**src/rtl/clkrep_pkg.sv**
```systemverilog
package clkrep_pkg;
  typedef enum logic {
    ST_IDLE  = 1'b0,
    ST_SWEEP = 1'b1
  } sweep_state_t;
endpackage

```
**src/rtl/ref_bit_array.sv**
```systemverilog
module ref_bit_array #(
  parameter int NFRAMES = 8,
  localparam int IW = $clog2(NFRAMES)
) (
  input  logic               clk,
  input  logic               rst_n,
  input  logic               ref_valid,
  input  logic [IW-1:0]      ref_idx,
  input  logic               clr_en,
  input  logic [IW-1:0]      clr_idx,
  input  logic               fill_en,
  input  logic [IW-1:0]      fill_idx,
  output logic [NFRAMES-1:0] rbits,
  output logic [NFRAMES-1:0] vbits
);
  for (genvar g = 0; g < NFRAMES; g++) begin : g_frame
    logic hit_ref, hit_clr, hit_fill;
    assign hit_ref  = ref_valid && (ref_idx == IW'(g));
    assign hit_clr  = clr_en && (clr_idx == IW'(g));
    assign hit_fill = fill_en && (fill_idx == IW'(g));
    always_ff @(posedge clk) begin
      if (!rst_n) begin
        rbits[g] <= 1'b0;
        vbits[g] <= 1'b0;
      end else begin
        rbits[g] <= (rbits[g] && !hit_clr && !hit_fill) || hit_ref;
        vbits[g] <= vbits[g] || hit_fill;
      end
    end
  end
endmodule

```
**src/rtl/free_finder.sv**
```systemverilog
module free_finder #(
  parameter int NFRAMES = 8,
  localparam int IW = $clog2(NFRAMES)
) (
  input  logic [NFRAMES-1:0] vbits,
  output logic               any_free,
  output logic [IW-1:0]      free_idx
);
  always_comb begin
    any_free = 1'b0;
    free_idx = '0;
    for (int i = NFRAMES - 1; i >= 0; i--) begin
      if (!vbits[i]) begin
        any_free = 1'b1;
        free_idx = IW'(i);
      end
    end
  end
endmodule

```
**src/rtl/sweep_ctrl.sv**
```systemverilog
module sweep_ctrl
  import clkrep_pkg::*;
#(
  parameter int NFRAMES = 8,
  localparam int IW = $clog2(NFRAMES),
  localparam logic [IW-1:0] LAST = IW'(NFRAMES - 1)
) (
  input  logic               clk,
  input  logic               rst_n,
  input  logic               req_valid,
  input  logic               any_free,
  input  logic [IW-1:0]      free_idx,
  input  logic [NFRAMES-1:0] rbits,
  output logic               req_ready,
  output logic               fill_en,
  output logic               clr_en,
  output logic               busy,
  output logic [IW-1:0]      hand,
  output logic               vic_valid,
  output logic [IW-1:0]      vic_idx
);
  sweep_state_t state;
  logic accept, found;
  logic [IW-1:0] hand_nx;

  assign busy      = (state == ST_SWEEP);
  assign req_ready = !busy;
  assign accept    = req_valid && req_ready;
  assign fill_en   = accept && any_free;
  assign clr_en    = busy && rbits[hand];
  assign found     = busy && !rbits[hand];
  assign hand_nx   = (hand == LAST) ? '0 : hand + 1'b1;

  always_ff @(posedge clk) begin
    if (!rst_n) begin
      state     <= ST_IDLE;
      hand      <= '0;
      vic_valid <= 1'b0;
      vic_idx   <= '0;
    end else begin
      vic_valid <= fill_en || found;
      if (fill_en)    vic_idx <= free_idx;
      else if (found) vic_idx <= hand;
      if (busy) hand <= hand_nx;
      case (state)
        ST_IDLE:  if (accept && !any_free) state <= ST_SWEEP;
        ST_SWEEP: if (found) state <= ST_IDLE;
        default:  state <= ST_IDLE;
      endcase
    end
  end
endmodule

```
**src/rtl/clock_victim_picker.sv**
```systemverilog
module clock_victim_picker #(
  parameter int NFRAMES = 8,
  localparam int IW = $clog2(NFRAMES)
) (
  input  logic          clk,
  input  logic          rst_n,
  input  logic          ref_valid,
  input  logic [IW-1:0] ref_idx,
  input  logic          req_valid,
  output logic          req_ready,
  output logic          vic_valid,
  output logic [IW-1:0] vic_idx
);
  logic [NFRAMES-1:0] rbits, vbits;
  logic any_free, fill_en, clr_en, busy;
  logic [IW-1:0] free_idx, hand;

  ref_bit_array #(.NFRAMES(NFRAMES)) u_bits (
    .clk(clk), .rst_n(rst_n), .ref_valid(ref_valid), .ref_idx(ref_idx),
    .clr_en(clr_en), .clr_idx(hand), .fill_en(fill_en), .fill_idx(free_idx),
    .rbits(rbits), .vbits(vbits)
  );

  free_finder #(.NFRAMES(NFRAMES)) u_free (
    .vbits(vbits), .any_free(any_free), .free_idx(free_idx)
  );

  sweep_ctrl #(.NFRAMES(NFRAMES)) u_ctrl (
    .clk(clk), .rst_n(rst_n), .req_valid(req_valid), .any_free(any_free),
    .free_idx(free_idx), .rbits(rbits), .req_ready(req_ready),
    .fill_en(fill_en), .clr_en(clr_en), .busy(busy), .hand(hand),
    .vic_valid(vic_valid), .vic_idx(vic_idx)
  );
endmodule

```
**config.mk**
```make
export PLATFORM = sky130hd
export DESIGN_NAME = clock_victim_picker
export DESIGN_NICKNAME = d
export VERILOG_FILES = /design/src/rtl/clkrep_pkg.sv /design/src/rtl/ref_bit_array.sv /design/src/rtl/free_finder.sv /design/src/rtl/sweep_ctrl.sv /design/src/rtl/clock_victim_picker.sv
export SDC_FILE = /design/constraint.sdc
export NUM_CORES = 1
export LEC_CHECK = 0
export ABC_AREA = 1
export BUFFER_PORTS_ARGS = -buffer_cell sky130_fd_sc_hd__buf_2
export CELL_PAD_IN_SITES_DETAIL_PLACEMENT = 0
export CELL_PAD_IN_SITES_GLOBAL_PLACEMENT = 2
export CORE_MARGIN = 5
export CORE_UTILIZATION = 37
export CTS_BUF_LIST = sky130_fd_sc_hd__clkbuf_4 sky130_fd_sc_hd__clkbuf_8
export DETAILED_ROUTE_END_ITERATION = 7
export PLACE_DENSITY = 0.9
export SLEW_MARGIN = 20
export SYNTH_ARGS = -nofsm -noshare
export SYNTH_HDL_FRONTEND = slang
export SYNTH_SLANG_ARGS = --single-unit
```
**constraint.sdc**
```tcl
create_clock -name clk -period 2.55 [get_ports clk]
set_input_delay 0.6375 -clock clk [delete_from_list [all_inputs] [get_ports clk]]
set_output_delay 0.6375 -clock clk [all_outputs]
set_load 0.02 [all_outputs]
```
# Word-level counts from Yosys, hierarchy flattened
# Cells that the tools add are included.
# word_totals
reg_bits	24
inputBits	7
out_inout_bits	5
wordCells	153
# op_classes
n_addsub	1
n_lt_le_gt_ge	1
eq_ne	21
muxes	24
n_bitwise	1
n_reduce_logical	85
# op_table
cell	count
1-bit logical AND	45
3-bit == test, second input constant	12
3-bit two-way mux	11
1-bit zero test	19
3-bit by 2-bit == test with 1-bit output, second input constant	6
1-bit logical OR	17
1-bit two-way mux	11
3-bit by 1-bit == test with 1-bit output, second input constant	3
3-bit zero test	3
3-bit by 4-bit less-than comparator with 1-bit output, second input constant	1
3-bit by 1-bit adder with 3-bit output, second input constant	1
1-bit binary-select mux with 3-bit select	1
1-bit case mux with 2 select lines	1
2-bit nonzero test	1
1-bit inverter	1

# Logic depth before layout (Yosys ltp)
# depth
ltp_word	13
mapped_depth	11
depth_no_buf	11

# By module
# From an unflattened synthesis, not the netlist that was laid out.
# hier_totals
hier_cells	195
area_unflattened_um2	1262.5
# modules_own_cells
mod	n_inst	cells_per_inst	area_each_um2	seq_area_each_um2
ref_bit_array	1	107	706.9	320.3
sweep_ctrl	1	70	476.7	160.2
free_finder	1	18	78.8	0.0

# Least setup slack after synthesis
# No wires, ideal clock.
# synth_path
path_type	input to register
from	input req_valid
to	register u_bits.rbits[2]
setup_ns	0.132
t_arrival_ns	1.170
required_time_ns	2.418
path_slack_ns	1.248
cell_stages	7
n_path_buf	0
path_cell_list	nand2_2 > nor2_2 > nand3_1 > nand2_1 > inv_1 > nand2_1 > a21oi_1
# synth_via
elab_chain_len	6
# synth_lines
item	line_no	source
start, declared	clock_victim_picker.sv:9	input logic req_valid,
1-bit logical AND	sweep_ctrl.sv:28	assign accept = req_valid && req_ready;
1-bit logical AND	sweep_ctrl.sv:29	assign fill_en = accept && any_free;
1-bit logical AND	ref_bit_array.sv:20	assign hit_fill = fill_en && (fill_idx == IW'(g));
1-bit zero test	ref_bit_array.sv:26	rbits[g] <= (rbits[g] && !hit_clr && !hit_fill) || hit_ref;
1-bit logical AND	ref_bit_array.sv:26	
1-bit logical OR	ref_bit_array.sv:26	
end signal, assigned by index	ref_bit_array.sv:26	
end, declared	ref_bit_array.sv:13	output logic [NFRAMES-1:0] rbits,
# Every way passes these cells.
# A chain may end at the register's enable or synchronous reset.

# Worst setup path in the final report
# layout_path
from	register u_ctrl.state, in the netlist u_ctrl.busy
to	output req_ready
# layout_via
elab_chain_len	1
# layout_lines
item	line_no	source
start, declared	sweep_ctrl.sv:22	sweep_state_t state;
start signal, assigned	sweep_ctrl.sv:36	state <= ST_IDLE;
start signal, assigned	sweep_ctrl.sv:46	ST_IDLE: if (accept && !any_free) state <= ST_SWEEP;
start signal, assigned	sweep_ctrl.sv:47	ST_SWEEP: if (found) state <= ST_IDLE;
1-bit zero test	sweep_ctrl.sv:27	assign req_ready = !busy;
end, declared	clock_victim_picker.sv:10	output logic req_ready,
# Every way passes these cells.

==> flow_summary.yaml <==
clock_tree:
  clk_pin_slew_ns: 0.08
  clockRootBuffer: "clkbuf_8"
  cts_hold_buf: 0
  ctsResizeCount: 0
  htree_levels: 1
  numCtsBuffers: 3
  clk_latency_ns: 0.26
  cts_setup_buffers: 0
  tritoncts: "done"
  cts.sinks: 24
  clock_path_buffers: 2
sta:
  worst_pin_slew_ns: 0.6573
  max_freq_ghz: 0.5302
  hold_viol: 0
  max_slew_margin: 0.5613
  rsz0062_at_grt: "false"
  post-route-min-period_ns: 1.886
  finalSetupTns_ns: 0
  fin_crit_sh: 0.7397
  setup_violations: 0
  finalMaxSlewViolations: 0
  fin_skew_ns: 0.004563
drt:
  drc: 0
  drtAntennaViolNets: 0
  viasPerCell: 4.853
  post_drt_wl_per_cell_um: 12.10
  drt-pass1-iter-count: 5
  wirelength_mm: 2.965
  drt_iter0_drc: 63
  via_count: 1189
critical_path:
  worstPathMaxFanout: 13
  rr_worst_depth: 7
  cp-end-kind: "primary output"
  cp.arrival_ns: 1.25
  worst_setup_path_start_kind: "flop"
  path_class: "reg -> out"
  cp.required_ns: 1.91
power:
  p_seq_frac: 0.549
  p_per_area_mw_per_mm2: 479.3
  total_power_mw: 0.7155
  intPower_mw: 0.5446
  peakVddDrop_mv: 0.1560
  switching_share: 0.2389
  switchingPower_mw: 0.1709
  clockPowerShare: 0.361
  combPwrFrac: 0.089
  p_leak_nw: 0.6160
global_route:
  antenna_found_initial: 0
  grt_usage: 0.1213
  grt-ovfl-total: 0
  grt_pass1_vias: 1040
  grt_pass1_wl_mm: 4.871
  grt_max_degree: 21
synthesis:
  synthFlopType: "dfxtp_1"
  ys_ff_latch: 24
  synthCells: 187
  synth_area_mm2: 0.001350
  yosysSeqAreaShare: 0.3559
  synth_edf_count: 0
  syn_avg_cell_area_um2: 7.219
  async_flop_share: 0
  synth_warnings: 0
  syn-num-nets: 200
  synth_cell_types: 25
flow_run:
  cap_violations: 0
hold_path:
  min-delay-path-class: "reg -> reg"
  holdPathStages: 2
die:
  die_w_um: 70.41
  dieArea_mm2: 0.004957
  rows: 22
  core_area_mm2: 0.003606
  die_y_um: 70.41
  start_util: 0.3744
  io_pins: 12
run_status:
  status: "complete, no violations"
cells_and_area:
  antenna_cells: 0
  final_common_cell: "nand2_1"
  final_cell_mix: "nand2_1 (32), inv_1 (25), dfxtp_1 (24)"
  drive_gt1_frac: 0.2081
  fin_cells: 245
  areaGrowthSynthToFinish_pct: 10.57
  final_nets: 211
placed_design:
  dpl.hpwl_mm: 2.287
  place_congestion: 0.8957
  portBuffers: 11
  dpl.cell_count: 241
==> synth_stat cells (3+ instances only) <==
cell type | count | area share
nand2_1 | 32 | 0.089
clkbuf_1 | 3 | 0.0083
nand2_2 | 5 | 0.023
nor2_1 | 15 | 0.042
nand3_1 | 17 | 0.063
inv_2 | 4 | 0.011
dfxtp_1 | 24 | 0.36
a21oi_1 | 21 | 0.078
nand4_1 | 10 | 0.046
inv_1 | 25 | 0.070
ha_1 | 6 | 0.056
nor2_2 | 5 | 0.023
o21ai_0 | 3 | 0.011
==> area by class of cell <==
class	instances	area, um^2
fillers	393	2113
multi-input cells	128	724.4
flip-flops and latches	24	480.5
inverters	30	117.6
well taps	48	60.06
clock buffers	4	55.05
repair buffers	11	55.05
==> per-stage QoR <==
stage	utilization	instance area, um^2	setup WS (ns)	hold slack [ns]
finish	0.4139	1493	0.6638	0.4677
global placement	0.3987	1438	0.9845	0.4557
floorplan	-	1350	1.248	0.4432
global route	0.4139	1493	0.5521	0.4883
detailed placement	0.3987	1438	0.9502	0.4559
CTS	0.4139	1493	0.6514	0.4699
==> sequential cells by signal, summed over array words and instances, names as in the netlist <==
register and count:
u_bits.vbits 8, u_bits.rbits 8, u_ctrl.vic_valid 1, u_ctrl.busy 1, u_ctrl.hand 3, u_ctrl.vic_idx 3
==> critical path, cell delays in order, from the launching register on <==
cell,delay (ns)
dfxtp_1,0.63
inv_2,0.16
buf_2,0.20
==> cells by family after synthesis <==
group           synth area share
compound gates            0.1464
fa+ha+maj                0.05561
buf+inv                   0.1075
flops                     0.3559
simple gates              0.3346
==> power by group through the flow <==
stage / logic (mW) / clock network, mW / registers [mW]
final: 0.0640 / 0.259 / 0.393
after global routing: 0.0724 / 0.283 / 0.394
after CTS: 0.0641 / 0.272 / 0.393
after detailed placement: 0.0638 / 0 / 0.402
after global placement: 0.0633 / 0 / 0.402
after floorplan: 0.0415 / 0 / 0.404
==> per-layer routing <==
| metal | global-route usage | up-vias | wire length, um |
|---|---|---|---|
| li1 | - | 628 | - |
| met1 | 0.1688 | 518 | 1457 |
| met5 | 0 | - | 0 |
| met3 | 0.02158 | 2 | 161 |
| met2 | 0.1913 | 41 | 1323 |
| met4 | 0.03191 | 0 | 22 |
==> final timing paths <==
check,startpoint,end,slack (ns)
setup / recovery,u_ctrl.busy,req_ready,0.66
hold / removal,u_bits.vbits[3],u_bits.vbits[3],0.47
setup reg to reg,u_ctrl.hand[0],u_ctrl.vic_idx[0],0.99
hold reg to reg,u_bits.vbits[3],u_bits.vbits[3],0.47
No activity file was read; power rests on OpenSTA's default activity.
